$ cat src/rtl/gpcs_pkg.sv
package gpcs_pkg;
    parameter int GP_NPIN   = 4;
    parameter int GP_ADDR_W = 16;
    localparam int GP_IDX_W = $clog2(GP_NPIN);

    typedef enum logic [1:0] {
        MODE_STATIC = 2'b00,
        MODE_DECODE = 2'b01,
        MODE_RDGATE = 2'b10,
        MODE_WRGATE = 2'b11
    } gp_mode_e;

    typedef struct packed {
        logic [GP_ADDR_W-1:0] mask;
        logic [GP_ADDR_W-1:0] base;
        logic                 dir_in;
        logic                 level;
        gp_mode_e             mode;
    } pin_cfg_t;

    localparam int GP_CFG_W = $bits(pin_cfg_t);

    // Pins 0 and 1 can be turned into inputs.
    function automatic logic can_input(input int idx);
        return idx < 2;
    endfunction

    // Odd pins take the read strobe, even pins the write strobe.
    function automatic logic rd_gated(input int idx);
        return (idx % 2) == 1;
    endfunction

    function automatic pin_cfg_t cfg_reset(input int idx);
        pin_cfg_t c;
        c        = '0;
        c.mode   = MODE_STATIC;
        c.level  = 1'b1;
        c.dir_in = can_input(idx);
        return c;
    endfunction
endpackage

$ cat src/rtl/gpcs_cfg_bank.sv
module gpcs_cfg_bank
    import gpcs_pkg::*;
(
    input  logic                clk,
    input  logic                rst,
    input  logic                we,
    input  logic [GP_IDX_W-1:0] sel,
    input  pin_cfg_t            wdata,
    output pin_cfg_t            cfg [GP_NPIN]
);
    for (genvar g = 0; g < GP_NPIN; g++) begin : g_reg
        always_ff @(posedge clk) begin
            if (rst) begin
                cfg[g] <= cfg_reset(g);
            end else if (we && sel == GP_IDX_W'(g)) begin
                cfg[g] <= wdata;
            end
        end


        cfg_write_lands_chk: assert property (@(posedge clk) disable iff (rst)
            (we && sel == GP_IDX_W'(g)) |=> (cfg[g] == $past(wdata)));
    end
endmodule

$ cat src/rtl/gpcs_addr_match.sv
module gpcs_addr_match
    import gpcs_pkg::*;
(
    input  logic [GP_ADDR_W-1:0] addr,
    input  logic [GP_ADDR_W-1:0] base,
    input  logic [GP_ADDR_W-1:0] mask,
    output logic                 hit
);
    logic [GP_ADDR_W-1:0] diff;
    always_comb begin
        diff = (addr ^ base) & mask;
        hit  = (diff == '0);
    end
endmodule

$ cat src/rtl/gpcs_pin_drive.sv
module gpcs_pin_drive
    import gpcs_pkg::*;
#(
    parameter int IDX = 0
) (
    input  logic                 clk,
    input  logic                 rst,
    input  pin_cfg_t             cfg,
    input  logic [GP_ADDR_W-1:0] addr,
    input  logic                 io_rd,
    input  logic                 io_wr,
    input  logic                 pin_in,
    output logic                 pin_out,
    output logic                 pin_oe,
    output logic                 rd_bit
);
    localparam logic CAN_IN = can_input(IDX);
    localparam logic RD_G   = rd_gated(IDX);

    logic     hit;
    logic     strobe;
    logic     in_mode;
    logic     drv;
    gp_mode_e eff_mode;

    gpcs_addr_match u_match (
        .addr (addr),
        .base (cfg.base),
        .mask (cfg.mask),
        .hit  (hit)
    );

    always_comb begin
        eff_mode = cfg.mode;
        if (RD_G && cfg.mode == MODE_WRGATE) eff_mode = MODE_DECODE;
        if (!RD_G && cfg.mode == MODE_RDGATE) eff_mode = MODE_DECODE;
        strobe  = RD_G ? io_rd : io_wr;
        in_mode = CAN_IN & cfg.dir_in;
        case (eff_mode)
            MODE_STATIC: drv = cfg.level;
            MODE_DECODE: drv = ~hit;
            default:     drv = ~(hit & strobe);
        endcase
        pin_out = in_mode ? 1'b1 : drv;
        pin_oe  = ~in_mode;
    end

    always_ff @(posedge clk) begin
        if (rst) rd_bit <= 1'b0;
        else     rd_bit <= in_mode & pin_in;
    end


    input_released_chk: assert property (@(posedge clk) disable iff (rst)
        (CAN_IN && cfg.dir_in) |-> (!pin_oe && pin_out));


    readback_idle_chk: assert property (@(posedge clk) disable iff (rst)
        !$past(CAN_IN && cfg.dir_in) |-> !rd_bit);


    rd_gate_needs_strobe_chk: assert property (@(posedge clk) disable iff (rst)
        (RD_G && cfg.mode == MODE_RDGATE && !pin_out) |-> io_rd);


    wr_gate_needs_strobe_chk: assert property (@(posedge clk) disable iff (rst)
        (!RD_G && cfg.mode == MODE_WRGATE && !pin_out) |-> io_wr);
endmodule

$ cat src/rtl/gpcs_top.sv
module gpcs_top
    import gpcs_pkg::*;
(
    input  logic                 clk,
    input  logic                 rst,
    input  logic [GP_ADDR_W-1:0] io_addr,
    input  logic                 io_rd,
    input  logic                 io_wr,
    input  logic                 cfg_we,
    input  logic [GP_IDX_W-1:0]  cfg_pin,
    input  logic [GP_CFG_W-1:0]  cfg_wdata,
    input  logic [GP_NPIN-1:0]   pin_in,
    output logic [GP_NPIN-1:0]   pin_out,
    output logic [GP_NPIN-1:0]   pin_oe,
    output logic [GP_NPIN-1:0]   rd_level
);
    pin_cfg_t cfg [GP_NPIN];

    gpcs_cfg_bank u_bank (
        .clk   (clk),
        .rst   (rst),
        .we    (cfg_we),
        .sel   (cfg_pin),
        .wdata (pin_cfg_t'(cfg_wdata)),
        .cfg   (cfg)
    );

    for (genvar g = 0; g < GP_NPIN; g++) begin : g_pin
        gpcs_pin_drive #(.IDX(g)) u_drv (
            .clk     (clk),
            .rst     (rst),
            .cfg     (cfg[g]),
            .addr    (io_addr),
            .io_rd   (io_rd),
            .io_wr   (io_wr),
            .pin_in  (pin_in[g]),
            .pin_out (pin_out[g]),
            .pin_oe  (pin_oe[g]),
            .rd_bit  (rd_level[g])
        );

        if (!can_input(g)) begin : g_outonly

            out_only_oe_chk: assert property (@(posedge clk) disable iff (rst)
                pin_oe[g]);
        end
    end


    reset_state_chk: assert property (@(posedge clk)
        $past(rst) |-> (pin_out == '1 && pin_oe == 4'b1100));
endmodule

$ cat config.mk
export PLATFORM = sky130hd
export DESIGN_NAME = gpcs_top
export DESIGN_NICKNAME = d
export VERILOG_FILES = /design/src/rtl/gpcs_pkg.sv /design/src/rtl/gpcs_cfg_bank.sv /design/src/rtl/gpcs_addr_match.sv /design/src/rtl/gpcs_pin_drive.sv /design/src/rtl/gpcs_top.sv
export SDC_FILE = /design/constraint.sdc
export NUM_CORES = 1
export LEC_CHECK = 0
export CAP_MARGIN = 20
export CORE_UTILIZATION = 61
export CTS_BUF_LIST = sky130_fd_sc_hd__clkbuf_4 sky130_fd_sc_hd__clkbuf_8 sky130_fd_sc_hd__clkbuf_16
export DETAILED_ROUTE_END_ITERATION = 16
export PLACE_DENSITY_LB_ADDON = 0.12
export SETUP_SLACK_MARGIN = 0.2
export SLEW_MARGIN = 20
export SYNTH_ARGS = -nofsm -noshare
export SYNTH_HDL_FRONTEND = slang
export SYNTH_HIERARCHICAL = 1
export SYNTH_SLANG_ARGS = --single-unit
$ cat constraint.sdc
create_clock -name clk -period 2.7 [get_ports clk]
set_input_delay 0.54 -clock clk [delete_from_list [all_inputs] [get_ports clk]]
set_output_delay 0.54 -clock clk [all_outputs]
set_load 0.1 [all_outputs]
Word level (Yosys, flattened, before mapping)
Index checks and enable logic that the tools add are counted.

Register bits after elaboration: 144. Input port bits: 63. Output and inout bits: 12. Logic and storage cells: 78.

Equality and inequality tests: 11. Mux-type cells: 10. Bitwise logic cells: 24. Reduce and logical (&&, ||, !) cells: 13.

Operator list (number): AND 16 bit (4); zero test 16 bit (4); XOR 16 bit (4); equality test 2 bit (second input constant) (6); equality test 2 x 1 -> 1 bit (second input constant) (5); zero test 2 bit (5); inverter 1 bit (10); two-way mux 2 bit (4); one-hot mux 1 bit (2 select lines) (4); AND 1 bit (6); logical AND 1 bit (4); two-way mux 1 bit (2).

Depth between registers and ports, before layout
Gate-level depths: netlist of the first run.

Depth after elaboration: 7. Depth in mapped cells: 5.

Cells and area by module
Netlist of the first run, hierarchy kept.

By module, submodules not included: gpcs_cfg_bank (instances 1, cells an instance 511, area an instance 5724.2 um^2); gpcs_addr_match (instances 4, cells an instance 27, area an instance 216.5 um^2); gpcs_pin_drive at g_pin[0].u_drv (instances 1, cells an instance 11, area an instance 101.3 um^2); gpcs_pin_drive at g_pin[2].u_drv (instances 1, cells an instance 12, area an instance 95.1 um^2); gpcs_pin_drive at g_pin[1].u_drv (instances 1, cells an instance 7, area an instance 57.6 um^2); gpcs_pin_drive at g_pin[3].u_drv (instances 1, cells an instance 7, area an instance 40.0 um^2).

Worst setup path after synthesis of the first run
Ideal clock, no wire load.

Path type: input to output. From: in io_addr[12]. To: out pin_out[1]. Data arrival time: 2.555 ns. Slack: -0.395 ns. Stages: 5. Buffers on the path: 0. Cell sequence: xor2_1 a22oi_1 nand4_1 nor2_1 a31oi_1.

Cells in the longest elaborated chain, start to end: 7. Elaborated cells on any way between the ends: 8. Those cells by class: mux: 2; bitwise: 5; reduce/logical: 1.

Ends and longest elaborated chain: from (decl) (RTL line gpcs_top.sv:6) `input logic [GP_ADDR_W-1:0] io_addr,`; XOR 16 bit (*) (RTL line gpcs_addr_match.sv:11) `diff = (addr ^ base) & mask;`; AND 16 bit (*) (RTL line gpcs_addr_match.sv:11); zero test 16 bit (*) (RTL line gpcs_addr_match.sv:12) `hit = (diff == '0);`; net g_pin[1].u_drv.hit (RTL line gpcs_pin_drive.sv:20) `logic hit;`; AND 1 bit (RTL line gpcs_pin_drive.sv:42) `default: drv = ~(hit & strobe);`; inverter 1 bit (RTL line gpcs_pin_drive.sv:42); one-hot mux 1 bit (2 select lines) (*) (RTL line gpcs_pin_drive.sv:39) `case (eff_mode)`; two-way mux 1 bit (*) (RTL line gpcs_pin_drive.sv:44) `pin_out = in_mode ? 1'b1 : drv;`; to (decl) (RTL line gpcs_top.sv:13) `output logic [GP_NPIN-1:0] pin_out,`.

Mark *: on every way through the listed nets, which the timed path passes. The rest lies on a longest branch.

Worst setup path in the final report of the first run
From: in io_addr[4]. To: out pin_out[2].

Cells in the longest elaborated chain, start to end: 6. Elaborated cells on any way between the ends: 7. Those cells by class: mux: 1; bitwise: 5; reduce/logical: 1.

Ends and longest elaborated chain (RTL line): XOR 16 bit (*) (gpcs_addr_match.sv:11); AND 16 bit (*) (gpcs_addr_match.sv:11); zero test 16 bit (*) (gpcs_addr_match.sv:12); net g_pin[2].u_drv.hit (gpcs_pin_drive.sv:20); AND 1 bit (gpcs_pin_drive.sv:42); inverter 1 bit (gpcs_pin_drive.sv:42); one-hot mux 1 bit (2 select lines) (*) (gpcs_pin_drive.sv:39).

Marked as above.

==> results.md, run 1 <==
- Initial core utilization: 62.8%
- Syn. warnings: 6
- Avg Vias per Cell: approximately 5.5
- Number of violations reported at the end of detailed-routing iteration 0: 178
- Htree depth: 4
- Pre-CTS WS: -188 ps
- Die Y: 108 um
- Static leakage: 3.82 nW
- Destination of the worst hold path: u_bank/cfg[133]$_SDFFE_PP0P_
- Number of antenna violations at the first check in global routing: 0
- Total negative slack for setup checks: 0 ps
- Post-DP Area: ~7600 sq um
- Maximum root-to-sink buffer count: 2
- Insertion delay of the later-clocked pin in the worst-skew pair: 530 ps
- TritonRoute pass-1 iters: 6
- Worst hold path startpoint: u_bank/cfg[133]$_SDFFE_PP0P_
- Total grt overflow: 0
- Type of the most critical hold path: reg2reg
- Final slew viol count: 0
- Fill cells: 737
- Transition time of the tightest slew-check pin: a little under 700 ps
- Final hold violation count: 0
- Placed instance count: 827
- Count of boundary I/O pins: 75
- Tcrit/Tclk final: approximately 94%
- Wire length of the first global-routing pass: 24000 um
- Total number of clock tree sinks: 144
- Routability Congestion: 0.742
- Buffer count from post-CTS setup fixing: 0
- Number of nets with antenna violations after routing: 0
- Capture instance of the worst register-to-register path: g_pin[0].u_drv/rd_bit$_SDFF_PP0_
- Final core utilization: between 70% and 80%
- Count of non-filler cells in the finished layout: 859
- Class of the most critical setup path: in2out
- Buffers on Ports: between 60 and 70
- Rel. slew slack: 53.8%
- Post-route design area: just over 8000 sq um
- Endpoint class of the critical path: output pin
- WL final: 14900 um
- Mean instance size in the synthesized netlist: 10.5 sq um
- Outcome: complete, no violations
- Total half-perimeter wirelength after legalization and detailed placement: 9720 um
- Clock transition time at the flip-flop clock pins of the worst setup and hold paths: approximately 60 ps
- Total Nets Final: 773
- Setup WS post-layout: 154 ps
- Die area: 11600 sq um
- Vias in the first global route: 4917
- Highest ir drop seen on vdd: between 0.0006 and 0.0007 V
- TritonCTS clock tree: yes
- RSZ-0062 raised after global routing: true
- Min cycle time layout: 2550 ps
- Fraction of layout cells with a size suffix above 1: 11.7%
- Number of cells on the worst reg-to-reg path: 2
- Core ar.: 10800 sq um
- Worst path required time: 2160 ps
- Maximum number of pins on one net before global-route repair: 90
- Number of cells traversed by the worst hold path: 2
- Synthesized net count: 716
- Area growth from synthesis to layout: 21.6%
- Die X: 108 um
- Maximum clock frequency: 0.393 GHz
- Via total after detailed routing: between 4000 and 5000
- Average wire length per cell after detail routing: 17.3 um
- Critical-path maximum fanout: 4
- Cell with the largest stage delay on the worst path: sky130_fd_sc_hd__dlygate4sd2_1
- Count of maximum capacitance violations: 0
- Number of diodes added for antenna fixing: 0
- Reg2Reg Launch Point: u_bank/cfg[111]$_SDFFE_PP1P_
- Post-Syn Area: approximately 7000 sq um
- Delay of the slowest cell on the worst path: 310 ps
- Gate Count Post-Synth: 649
- Total number of placement rows: 38
- Max Clock Skew: 0.651 ps
- Data arrival time of the critical path: approximately 2000 ps
- Clock Root Buffer: sky130_fd_sc_hd__clkbuf_8
- Total setup violations reported at the end of the flow: 0
- Clock buffers created by TritonCTS: 17
- CP Cell Sequence: dlygate4sd2_1 -> xor2_1 -> a22oi_1 -> nand4_1 -> nor2_2 -> a31oi_2 -> buf_12
- Count of hold buffers inserted by post-cts repair: 0
- GRT Total Usage: 27.5%
- Power density of the placed cells: 643 nW/um^2
- Flop-to-flop setup slack: 1950 ps
- Sort of element at the start of the critical path: input pin
- Drc violations: 0
==> flip-flops by register name, indices dropped and copies added (netlist names) <==
name and flops:
u_bank/cfg 142, g_pin.u_drv/rd_bit 2
==> cells in the final DEF, fill, tap and decap left out, types with 2 or more instances in the layout <==
master / n
sky130_fd_sc_hd__clkinvlp_4: 2
sky130_fd_sc_hd__nor2_2: 4
sky130_fd_sc_hd__clkbuf_16: 16
sky130_fd_sc_hd__clkinv_2: 5
sky130_fd_sc_hd__nand4_1: 8
sky130_fd_sc_hd__inv_1: 6
sky130_fd_sc_hd__xor2_2: 2
sky130_fd_sc_hd__nand2b_1: 172
sky130_fd_sc_hd__conb_1: 4
sky130_fd_sc_hd__a31oi_2: 2
sky130_fd_sc_hd__xor2_1: 62
sky130_fd_sc_hd__dlygate4sd2_1: 14
sky130_fd_sc_hd__dfxtp_2: 5
sky130_fd_sc_hd__ha_1: 4
sky130_fd_sc_hd__clkbuf_8: 4
sky130_fd_sc_hd__a22oi_2: 10
sky130_fd_sc_hd__mux2i_1: 142
sky130_fd_sc_hd__dfxtp_1: 138
sky130_fd_sc_hd__nor2_1: 9
sky130_fd_sc_hd__bufinv_16: 4
sky130_fd_sc_hd__a21o_1: 2
sky130_fd_sc_hd__buf_12: 8
sky130_fd_sc_hd__a22oi_1: 22
sky130_fd_sc_hd__clkdlybuf4s50_1: 43
sky130_fd_sc_hd__nand3b_1: 3
sky130_fd_sc_hd__buf_4: 10
==> through the flow <==
stage / hold slack (ps) / power [mW]
floorplan: 448 / 2.68
global route: 494 / 5.49
finish: 476 / 5.32
global placement: 458 / 2.88
detailed placement: 464 / 2.90
CTS: 476 / 5.35
==> worst max-delay path, delay by kind of cell <==
family,cells,cell delay (ps)
compound gates,2,350
xor+xnor,1,180
buf+inv,2,490
simple gates,2,450
==> what timing repair did <==
action | 4_1_cts | 5_1_grt
pin swaps | 19 | 9
setup endpoints to repair | 4 | 4
gates resized for setup | 42 | 1
==> how the worst max path moves through the flow <==
stage | startpoint | end
CTS | u_bank/cfg[43]$_SDFFE_PP0P_ | pin_out[2]
global placement | io_addr[3] | pin_out[2]
global route | u_bank/cfg[44]$_SDFFE_PP0P_ | pin_out[2]
finish | io_addr[4] | pin_out[2]
detailed placement | io_addr[3] | pin_out[2]
floorplan | io_addr[12] | pin_out[1]
==> layout make-up <==
| type | instances | area, sq um | share of cell area [%] |
|---|---|---|---|
| tap | 140 | 175 | 2.12 |
| sequential | 144 | 2890 | 34.9 |
| multi-input combinational | 459 | 3740 | 45.2 |
| clock inverter | 11 | 160 | 1.93 |
| clock buffer | 21 | 463 | 5.59 |
| inverter | 6 | 22.5 | 0.272 |
| timing repair buffer | 78 | 821 | 9.92 |
==> where the power goes <==
group	internal, mW	total (mW)	switching [mW]
Clock	1.58	2.46	0.880
Sequential	2.20	2.25	0.0506
Combinational	0.278	0.616	0.337
Total	4.06	5.32	1.27
==> per-layer routing <==
layer | vias up | routed length, um | track usage [%]
met5 | - | 0 | 0
met4 | 0 | 489 | 14.4
met3 | 41 | 651 | 6.23
met2 | 99 | 7370 | 46.9
met1 | 2258 | 6370 | 32.2
li1 | 2290 | - | -
Note: power is estimated with default switching activity, not from simulation.
==> run 2: changes to the inputs <==
--- a/config.mk
+++ b/config.mk
@@ -5,7 +5,6 @@
 export SDC_FILE = /design/constraint.sdc
 export NUM_CORES = 1
 export LEC_CHECK = 0
-export CAP_MARGIN = 20
 export CORE_UTILIZATION = 61
 export CTS_BUF_LIST = sky130_fd_sc_hd__clkbuf_4 sky130_fd_sc_hd__clkbuf_8 sky130_fd_sc_hd__clkbuf_16
 export DETAILED_ROUTE_END_ITERATION = 16
@@ -16,3 +15,4 @@
 export SYNTH_HDL_FRONTEND = slang
 export SYNTH_HIERARCHICAL = 1
 export SYNTH_SLANG_ARGS = --single-unit
+export TNS_END_PERCENT = 100
==> results of run 2 <==
The final DEF is identical to that of run 1; final timing and power are the same.
